===== config.mk =====
export PLATFORM = sky130hd
export DESIGN_NAME = flashCmdCtrl
export DESIGN_NICKNAME = d
export VERILOG_FILES = /design/src/rtl/flashCmdPkg.sv /design/src/rtl/flashCmdFsm.sv /design/src/rtl/flashArrayPath.sv /design/src/rtl/flashCmdCtrl.sv
export SDC_FILE = /design/constraint.sdc
export NUM_CORES = 2
export LEC_CHECK = 0
export CAP_MARGIN = 0
export CORE_MARGIN = 5
export CORE_UTILIZATION = 50
export DETAILED_ROUTE_END_ITERATION = 7
export PLACE_DENSITY = 0.66
export SLEW_MARGIN = 0
export SYNTH_ARGS = -nofsm -noshare
export SYNTH_HDL_FRONTEND = slang
export SYNTH_HIERARCHICAL = 1
export SYNTH_SLANG_ARGS = --single-unit

===== constraint.sdc =====
create_clock -name clk -period 5.3 [get_ports clk]
set_input_delay 1.59 -clock clk [delete_from_list [all_inputs] [get_ports clk]]
set_output_delay 1.59 -clock clk [all_outputs]
set_load 0.005 [all_outputs]

===== src/rtl/flashCmdPkg.sv =====
package flashCmdPkg;

  typedef enum logic [1:0] {
    MODE_READ,
    MODE_BUSY,
    MODE_SUSP,
    MODE_ERR
  } modeT;

  typedef enum logic [2:0] {
    SEQ_IDLE,
    SEQ_UNL1,
    SEQ_UNL2,
    SEQ_PROG,
    SEQ_ERS1,
    SEQ_ERS2,
    SEQ_ERS3,
    SEQ_PROT
  } seqT;

  // control to datapath strobes
  typedef struct packed {
    logic capture;      // latch target index and data
    logic commitProg;   // write latched data into the array
    logic commitErase;  // fill latched segment with ones
    logic protOp;       // apply protect code from write data
    logic clrToggle;    // restart status toggle phase
  } strobeT;

  localparam int OFFS_W = 16;
  localparam logic [OFFS_W-1:0] OFFS_FIRST  = 16'h5554;
  localparam logic [OFFS_W-1:0] OFFS_SECOND = 16'h2AAA;

  localparam logic [7:0] KEY_FIRST   = 8'hAA;
  localparam logic [7:0] KEY_SECOND  = 8'h55;
  localparam logic [7:0] CMD_PROG    = 8'hA0;
  localparam logic [7:0] CMD_ERASE   = 8'h80;
  localparam logic [7:0] CMD_GO      = 8'h30;
  localparam logic [7:0] CMD_ABORT   = 8'hF0;
  localparam logic [7:0] CMD_PROT    = 8'h60;
  localparam logic [7:0] CMD_SUSPEND = 8'hB0;

  localparam logic [7:0] PROT_CLR_BLK = 8'h00;
  localparam logic [7:0] PROT_SET_BLK = 8'h01;
  localparam logic [7:0] PROT_CLR_ALL = 8'h02;
  localparam logic [7:0] PROT_SET_ALL = 8'h03;

endpackage


===== src/rtl/flashCmdFsm.sv =====
module flashCmdFsm
  import flashCmdPkg::*;
#(
  parameter int PROG_CYCLES  = 8,
  parameter int ERASE_CYCLES = 16
) (
  input  logic              clk,
  input  logic              rstN,
  input  logic              wrEn,
  input  logic [OFFS_W-1:0] wrOffs,
  input  logic [7:0]        wrCmd,
  input  logic              tgtProt,
  input  logic              wrConflict,
  output strobeT            strb,
  output modeT              mode,
  output logic              opErase
);

  localparam int MAX_CYC = (ERASE_CYCLES > PROG_CYCLES) ? ERASE_CYCLES : PROG_CYCLES;
  localparam int CNT_W   = $clog2(MAX_CYC + 1);

  modeT             modeQ, modeD;
  seqT              seqQ, seqD;
  logic [CNT_W-1:0] cntQ, cntD;
  logic             eraseQ, eraseD;
  logic             keyA, keyB, atFirst;

  assign keyA    = (wrOffs == OFFS_FIRST) && (wrCmd == KEY_FIRST);
  assign keyB    = (wrOffs == OFFS_SECOND) && (wrCmd == KEY_SECOND);
  assign atFirst = (wrOffs == OFFS_FIRST);

  always_comb begin
    strb   = '0;
    modeD  = modeQ;
    seqD   = seqQ;
    cntD   = cntQ;
    eraseD = eraseQ;
    unique case (modeQ)
      MODE_READ: if (wrEn) begin
        seqD = SEQ_IDLE;
        if (seqQ == SEQ_PROG) begin
          if (!tgtProt) begin
            strb.capture   = 1'b1;
            strb.clrToggle = 1'b1;
            eraseD         = 1'b0;
            if (wrConflict) modeD = MODE_ERR;
            else begin
              modeD = MODE_BUSY;
              cntD  = CNT_W'(PROG_CYCLES);
            end
          end
        end else if (wrCmd != CMD_ABORT) begin
          unique case (seqQ)
            SEQ_IDLE: if (keyA) seqD = SEQ_UNL1;
            SEQ_UNL1: if (keyB) seqD = SEQ_UNL2;
            SEQ_UNL2: if (atFirst) begin
              if (wrCmd == CMD_PROG)       seqD = SEQ_PROG;
              else if (wrCmd == CMD_ERASE) seqD = SEQ_ERS1;
              else if (wrCmd == CMD_PROT)  seqD = SEQ_PROT;
            end
            SEQ_ERS1: if (keyA) seqD = SEQ_ERS2;
            SEQ_ERS2: if (keyB) seqD = SEQ_ERS3;
            SEQ_ERS3: if (wrCmd == CMD_GO && !tgtProt) begin
              strb.capture   = 1'b1;
              strb.clrToggle = 1'b1;
              eraseD         = 1'b1;
              modeD          = MODE_BUSY;
              cntD           = CNT_W'(ERASE_CYCLES);
            end
            SEQ_PROT: strb.protOp = 1'b1;
            default: ;
          endcase
        end
      end
      MODE_BUSY: begin
        if (cntQ == CNT_W'(1)) begin
          modeD = MODE_READ;
          if (eraseQ) strb.commitErase = 1'b1;
          else        strb.commitProg  = 1'b1;
        end else if (wrEn && eraseQ && wrCmd == CMD_SUSPEND) begin
          modeD = MODE_SUSP;
        end else begin
          cntD = cntQ - CNT_W'(1);
        end
      end
      MODE_SUSP: if (wrEn && wrCmd == CMD_GO) modeD = MODE_BUSY;
      MODE_ERR:  if (wrEn && wrCmd == CMD_ABORT) modeD = MODE_READ;
      default: ;
    endcase
  end

  always_ff @(posedge clk or negedge rstN) begin
    if (!rstN) begin
      modeQ  <= MODE_READ;
      seqQ   <= SEQ_IDLE;
      cntQ   <= '0;
      eraseQ <= 1'b0;
    end else begin
      modeQ  <= modeD;
      seqQ   <= seqD;
      cntQ   <= cntD;
      eraseQ <= eraseD;
    end
  end

  assign mode    = modeQ;
  assign opErase = eraseQ;

  // no sequence progress outside read mode
  assert_seq_idle_running_R7: assert property (@(posedge clk) disable iff (!rstN)
    (modeQ != MODE_READ) |-> (seqQ == SEQ_IDLE));

  // a fresh start loads the full latency of its operation
  assert_start_count_R3: assert property (@(posedge clk) disable iff (!rstN)
    (modeQ == MODE_BUSY && $past(modeQ) == MODE_READ) |->
      (cntQ == (eraseQ ? CNT_W'(ERASE_CYCLES) : CNT_W'(PROG_CYCLES))));

  // a commit always lands back in read mode
  assert_commit_to_read_R6: assert property (@(posedge clk) disable iff (!rstN)
    (strb.commitProg || strb.commitErase) |=> (modeQ == MODE_READ));

  // only an erase can be suspended, and its count is held
  assert_suspend_erase_R13: assert property (@(posedge clk) disable iff (!rstN)
    (modeQ == MODE_SUSP) |=> (eraseQ && $stable(cntQ)));

  // counter never exceeds the longest latency
  assert_count_bound_R4: assert property (@(posedge clk) disable iff (!rstN)
    cntQ <= CNT_W'(MAX_CYC));

endmodule


===== src/rtl/flashArrayPath.sv =====
module flashArrayPath
  import flashCmdPkg::*;
#(
  parameter int DATA_W = 32,
  parameter int SEG_W  = 2,
  parameter int WORD_W = 3
) (
  input  logic              clk,
  input  logic              rstN,
  input  logic [SEG_W-1:0]  seg,
  input  logic [WORD_W-1:0] word,
  input  logic [DATA_W-1:0] wrData,
  input  logic              rdEn,
  input  logic              bootMode,
  input  strobeT            strb,
  input  modeT              mode,
  input  logic              opErase,
  output logic              tgtProt,
  output logic              wrConflict,
  output logic [DATA_W-1:0] rdData
);

  localparam int IDX_W  = SEG_W + WORD_W;
  localparam int NWORDS = 1 << IDX_W;
  localparam int NSEGS  = 1 << SEG_W;

  logic [DATA_W-1:0] mem [NWORDS];
  logic [NSEGS-1:0]  blkProtQ;
  logic              allProtQ;
  logic [IDX_W-1:0]  opIdxQ;
  logic [DATA_W-1:0] opDataQ;
  logic              toggleQ;
  logic [DATA_W-1:0] rdDataQ;
  logic [IDX_W-1:0]  curIdx;
  logic              statusSel;
  logic [DATA_W-1:0] statusWord;

  assign curIdx     = {seg, word};
  assign tgtProt    = allProtQ | blkProtQ[seg];
  assign wrConflict = |(wrData & ~mem[curIdx]);
  assign statusSel  = (mode == MODE_BUSY) || (mode == MODE_ERR);

  always_comb begin
    statusWord    = '0;
    statusWord[7] = opErase ? 1'b0 : ~opDataQ[7];
    statusWord[6] = toggleQ;
    statusWord[5] = (mode == MODE_ERR);
    statusWord[3] = opErase;
    statusWord[2] = toggleQ;
  end

  always_ff @(posedge clk or negedge rstN) begin
    if (!rstN) begin
      for (int i = 0; i < NWORDS; i++) mem[i] <= '1;
    end else begin
      for (int i = 0; i < NWORDS; i++) begin
        if (strb.commitErase && ((IDX_W'(i) >> WORD_W) == (opIdxQ >> WORD_W)))
          mem[i] <= '1;
        else if (strb.commitProg && (IDX_W'(i) == opIdxQ))
          mem[i] <= opDataQ;
      end
    end
  end

  always_ff @(posedge clk or negedge rstN) begin
    if (!rstN) begin
      blkProtQ <= '0;
      allProtQ <= 1'b0;
      opIdxQ   <= '0;
      opDataQ  <= '0;
      toggleQ  <= 1'b0;
      rdDataQ  <= '0;
    end else begin
      if (strb.protOp) begin
        unique case (wrData[7:0])
          PROT_SET_BLK: blkProtQ[seg] <= 1'b1;
          PROT_CLR_BLK: if (!bootMode) blkProtQ[seg] <= 1'b0;
          PROT_SET_ALL: allProtQ <= 1'b1;
          PROT_CLR_ALL: if (!bootMode) allProtQ <= 1'b0;
          default: ;
        endcase
      end
      if (strb.capture) begin
        opIdxQ  <= curIdx;
        opDataQ <= wrData;
      end
      if (rdEn) begin
        if (statusSel) begin
          rdDataQ <= statusWord;
          toggleQ <= ~toggleQ;
        end else begin
          rdDataQ <= mem[curIdx];
        end
      end
      if (strb.clrToggle) toggleQ <= 1'b0;
    end
  end

  assign rdData = rdDataQ;

  // status reads carry only the five defined bits
  assert_status_reserved_R5: assert property (@(posedge clk) disable iff (!rstN)
    (rdEn && statusSel) |=>
      (rdDataQ[DATA_W-1:8] == '0 && rdDataQ[4] == 1'b0 && rdDataQ[1:0] == 2'b00));

  // a committed program never raises a bit
  assert_prog_only_clears_R10: assert property (@(posedge clk) disable iff (!rstN)
    strb.commitProg |-> ((opDataQ & ~mem[opIdxQ]) == '0));

  // nothing is committed into a protected segment
  assert_no_protected_commit_R11: assert property (@(posedge clk) disable iff (!rstN)
    (strb.commitProg || strb.commitErase) |->
      !(allProtQ || blkProtQ[opIdxQ[IDX_W-1 -: SEG_W]]));

  // unprotect codes are inert while booting
  assert_boot_keeps_prot_R12: assert property (@(posedge clk) disable iff (!rstN)
    (strb.protOp && bootMode &&
     (wrData[7:0] == PROT_CLR_BLK || wrData[7:0] == PROT_CLR_ALL))
      |=> ($stable(blkProtQ) && $stable(allProtQ)));

endmodule


===== src/rtl/flashCmdCtrl.sv =====
module flashCmdCtrl
  import flashCmdPkg::*;
#(
  parameter int ADDR_W       = 18,
  parameter int DATA_W       = 32,
  parameter int WORD_W       = 3,
  parameter int PROG_CYCLES  = 8,
  parameter int ERASE_CYCLES = 16
) (
  input  logic              clk,
  input  logic              rstN,
  input  logic [ADDR_W-1:0] addr,
  input  logic              wrEn,
  input  logic [DATA_W-1:0] wrData,
  input  logic              rdEn,
  input  logic              bootMode,
  output logic [DATA_W-1:0] rdData,
  output logic              readyBusy,
  output logic              readyPulse
);

  localparam int SEG_W = ADDR_W - OFFS_W;

  strobeT strb;
  modeT   mode;
  logic   opErase, tgtProt, wrConflict, busyPrevQ;

  flashCmdFsm #(
    .PROG_CYCLES (PROG_CYCLES),
    .ERASE_CYCLES(ERASE_CYCLES)
  ) i_fsm (
    .clk       (clk),
    .rstN      (rstN),
    .wrEn      (wrEn),
    .wrOffs    (addr[OFFS_W-1:0]),
    .wrCmd     (wrData[7:0]),
    .tgtProt   (tgtProt),
    .wrConflict(wrConflict),
    .strb      (strb),
    .mode      (mode),
    .opErase   (opErase)
  );

  flashArrayPath #(
    .DATA_W(DATA_W),
    .SEG_W (SEG_W),
    .WORD_W(WORD_W)
  ) i_path (
    .clk       (clk),
    .rstN      (rstN),
    .seg       (addr[ADDR_W-1 -: SEG_W]),
    .word      (addr[WORD_W+1:2]),
    .wrData    (wrData),
    .rdEn      (rdEn),
    .bootMode  (bootMode),
    .strb      (strb),
    .mode      (mode),
    .opErase   (opErase),
    .tgtProt   (tgtProt),
    .wrConflict(wrConflict),
    .rdData    (rdData)
  );

  assign readyBusy = (mode == MODE_BUSY);

  always_ff @(posedge clk or negedge rstN) begin
    if (!rstN) busyPrevQ <= 1'b0;
    else       busyPrevQ <= readyBusy;
  end

  assign readyPulse = busyPrevQ & ~readyBusy;

  // the ready pulse never lasts two cycles
  assert_pulse_single_R6: assert property (@(posedge clk) disable iff (!rstN)
    readyPulse |=> !readyPulse);

endmodule


==> impl_metrics.tcl <==
set metrics [dict create \
    outcome "finished clean" \
    cp_slowest_stage_delay_ns 0.95 \
    grt_setup_unrepaired "false" \
    power_mw 18.5 \
    peakVddDrop_v 0.000272 \
    cap_violations 0 \
    crit_path_start "addr[16]" \
    viasPerCell 6.47 \
    cp_cell_sequence "clkdlybuf4s50_1 -> buf_12 -> nand2b_1 -> a21oi_1 -> a31oi_1 -> o2111ai_1 -> nor2_1 -> a2111oi_1 -> buf_4 -> and4_1 -> nand4_1 -> buf_4 -> nand3_1 -> and3_1 -> nand2_1 -> o22a_1" \
    cts_tree "built" \
    fmax_ghz 0.191 \
    cts_setup_buffers 0 \
    grt_usage 0.352 \
    hold_viol 0 \
    slew_violations 0 \
    dr.pass1.iters 7 \
    synth_top_cell_by_area "dfstp_2" \
    reg2reg_from "i_path/mem[185]" \
    comb_power_share 0.069 \
    synth_warnings 6 \
    mostFrequentLayoutCells "nand2_1 (2168), nand3_1 (1083), dfstp_2 (1024)" \
    die-area_um2 116000 \
    async_flop_share 1.00 \
    postRouteAntennaNets 0 \
    critPathLaunchType "primary input" \
    place_area_um2 58000 \
    final_net_count 5815 \
    yosysTopAreaCellShare 0.490 \
    start_util 0.503 \
    clk_latency_ns 0.72 \
    p_sw_mw 4.42 \
    cts_sinks 1111 \
    detail_route.wl_per_cell_um 28.7 \
    arrival_ns 5.85 \
    grt_max_degree 145 \
    cpMostUsedCell "buf_4" \
    synth_area_um2 54900 \
    routed_wl_um 209000 \
    p_per_area_nw_per_um2 299 \
    grt_antenna_before_repair 4 \
    synth_cell_type_count 77 \
    grt_pass1_vias 45500 \
    drt_iter0_markers 6556 \
    worst_pin_slew_ns 1.30 \
    postSynthCellCount 5835 \
    grt_pass1_wl_um 308000 \
    synthTopCellsByArea "dfstp_2 (49%), nand2_1 (15%), nand3_1 (9.9%)" \
    critical_path_class "primary input to flip-flop" \
    vias 47000 \
    cts_resized 0 \
    cp-end-kind "flip-flop" \
    drive_above_1_share 0.304 \
    worstPathRequired_ns 5.90 \
    slew_headroom 0.131 \
    io_pins 89 \
    htreeDepth 3 \
    fin_worst_skew_ns 0.0271 \
    cp_slowest_cell "a2111oi_1" \
    areaGrowthSynthToFinish_pct 12.9 \
    fillers 9315 \
    period_share 0.989 \
    final_common_cell "nand2_1" \
    p_int_mw 14.1 \
    finalWeightedCongestion 0.940 \
    ys.flop_type "dfstp_2" \
    syn_area_per_cell_um2 9.40 \
    synth_edf_count 0 \
    path_buf_inv 4 \
    pwr-share-clk 0.463 \
    worstPathMaxFanout 13 \
    hp-class "flip-flop to flip-flop" \
    cts_buffers 116 \
    yosysSeqAreaShare 0.530 \
    setup_viol 0 \
    hpwl_um 128000 \
    postLayoutCellArea_um2 62000 \
    fin_crit_ns 5.24 \
    clockBufferDepth 3 \
    p_leak_nw 26.9 \
    syn_nets 5892 \
    numPortBuffers 88 \
    die_width_um 341 \
    gr-total-overflow 0 \
    seq_power_share 0.468 \
    drc 0 \
    die_h_um 341 \
    crit_family "compound AO/OA/AOI/OAI gates" \
    synth-seq-cells 1111 \
    p_sw_frac 0.239 \
    hp-start "i_path/mem[214]" \
    path_clk_slew_ns 0.06 \
    hold_buffers 0 \
    clock_tree.root_cell "clkbuf_16" \
    core.rowCount 121 \
    core_area_um2 109000 \
    fin_hold_ws_ns 0.479 \
]
-- worst paths after layout --
kind                            depth (start not counted)               to  slack (ns)
worst max register to register                         16    i_fsm/cntQ[3]        1.19
min in group asynchronous                               1  i_path/mem[617]        1.36
worst min register to register                          2  i_path/mem[214]        0.48
max in group asynchronous                               2   i_path/mem[91]        3.03
worst max-delay path                                   16    i_fsm/cntQ[3]        0.06
worst min-delay path                                    2  i_path/mem[214]        0.48
-- worst min-delay path: cells and delay by family (launching register included) --
kind	cells	cell delay (ns)
DFF	1	0.36
and+or+nand+nor	2	0.11
-- cell type report --
class,instances,area [µm²],share of cell area
diodes,3,7.51,0.000121
clock buffers,168,3350,0.0541
clock inverters,44,604,0.00975
inverters,17,63.8,0.00103
multi-input cells,4141,23500,0.379
flip-flops and latches,1111,29100,0.469
well taps,1414,1770,0.0286
repair buffers,371,3600,0.0581
-- cells by family after synthesis --
family,count (synthesis),share of synthesized area
compound gates,257,0.0342
xor+xnor,2,0.000319
fa+ha+maj,2,0.000456
buf+inv,583,0.0484
flops,1111,0.530
mux,407,0.117
simple gates,3473,0.270
-- metal layers --
| layer | share of wire | GRT usage | vias up |
|---|---|---|---|
| met5 | 0 | 0 | - |
| li1 | - | - | 19500 |
| met1 | 0.37 | 0.471 | 23400 |
| met4 | 0.073 | 0.209 | 0 |
| met2 | 0.43 | 0.516 | 3300 |
| met3 | 0.12 | 0.0932 | 787 |
-- synthesized netlist by cell type (all sizes together) (5+ instances only) --
library cell  number
nand4             20
o21ai             33
mux2              46
a32oi              6
a31oi             12
a22oi             68
nor4b              8
nor2              78
o31ai              5
a311oi             5
mux2i            183
o221ai             5
buf              120
and3               8
inv               15
a22o               7
clkbuf           446
a21oi             34
o211ai             7
nand2           2181
and4               5
a221oi            22
mux4             178
o2bb2ai           24
o2111ai            5
nor3              16
nor2b             18
and2               7
dfstp           1024
nand3           1084
nand2b            14
dfrtp             87
-- per-stage QoR --
step / TNS, ns / util / instances / setup WS (ns)
floorplan: 0 / - / 5835 / 0.517
global placement: -4.60 / 0.532 / 7054 / -0.753
detailed placement: -4.31 / 0.532 / 7054 / -0.670
CTS: 0 / 0.568 / 7266 / 0.0669
global route: 0 / 0.568 / 7266 / 0.0317
finish: 0 / 0.568 / 7269 / 0.0565
-- power groups by stage --
stage | clock [mW] | sequential, mW | combinational [mW]
2_1_floorplan | 0 | 8.77 | 0.546
3_3_place_gp | 0 | 8.78 | 1.25
3_5_place_dp | 0 | 8.78 | 1.26
4_1_cts | 8.63 | 8.66 | 1.26
5_1_grt | 9.01 | 8.67 | 1.35
6_report | 8.57 | 8.66 | 1.28
-- flip-flops by register name, summed over array words and instances, names as in the netlist, named ones only --
signal and flops:
i_path/mem 1024, i_path/opDataQ 32, i_path/rdData 32, i_fsm/cntQ 5, i_path/opIdxQ 5, i_fsm/seqQ 3
i_fsm/mode 2, busyPrevQ 1, i_fsm/opErase 1, i_path/allProtQ 1, i_path/toggleQ 1
No activity file was read; power rests on OpenSTA's default activity.
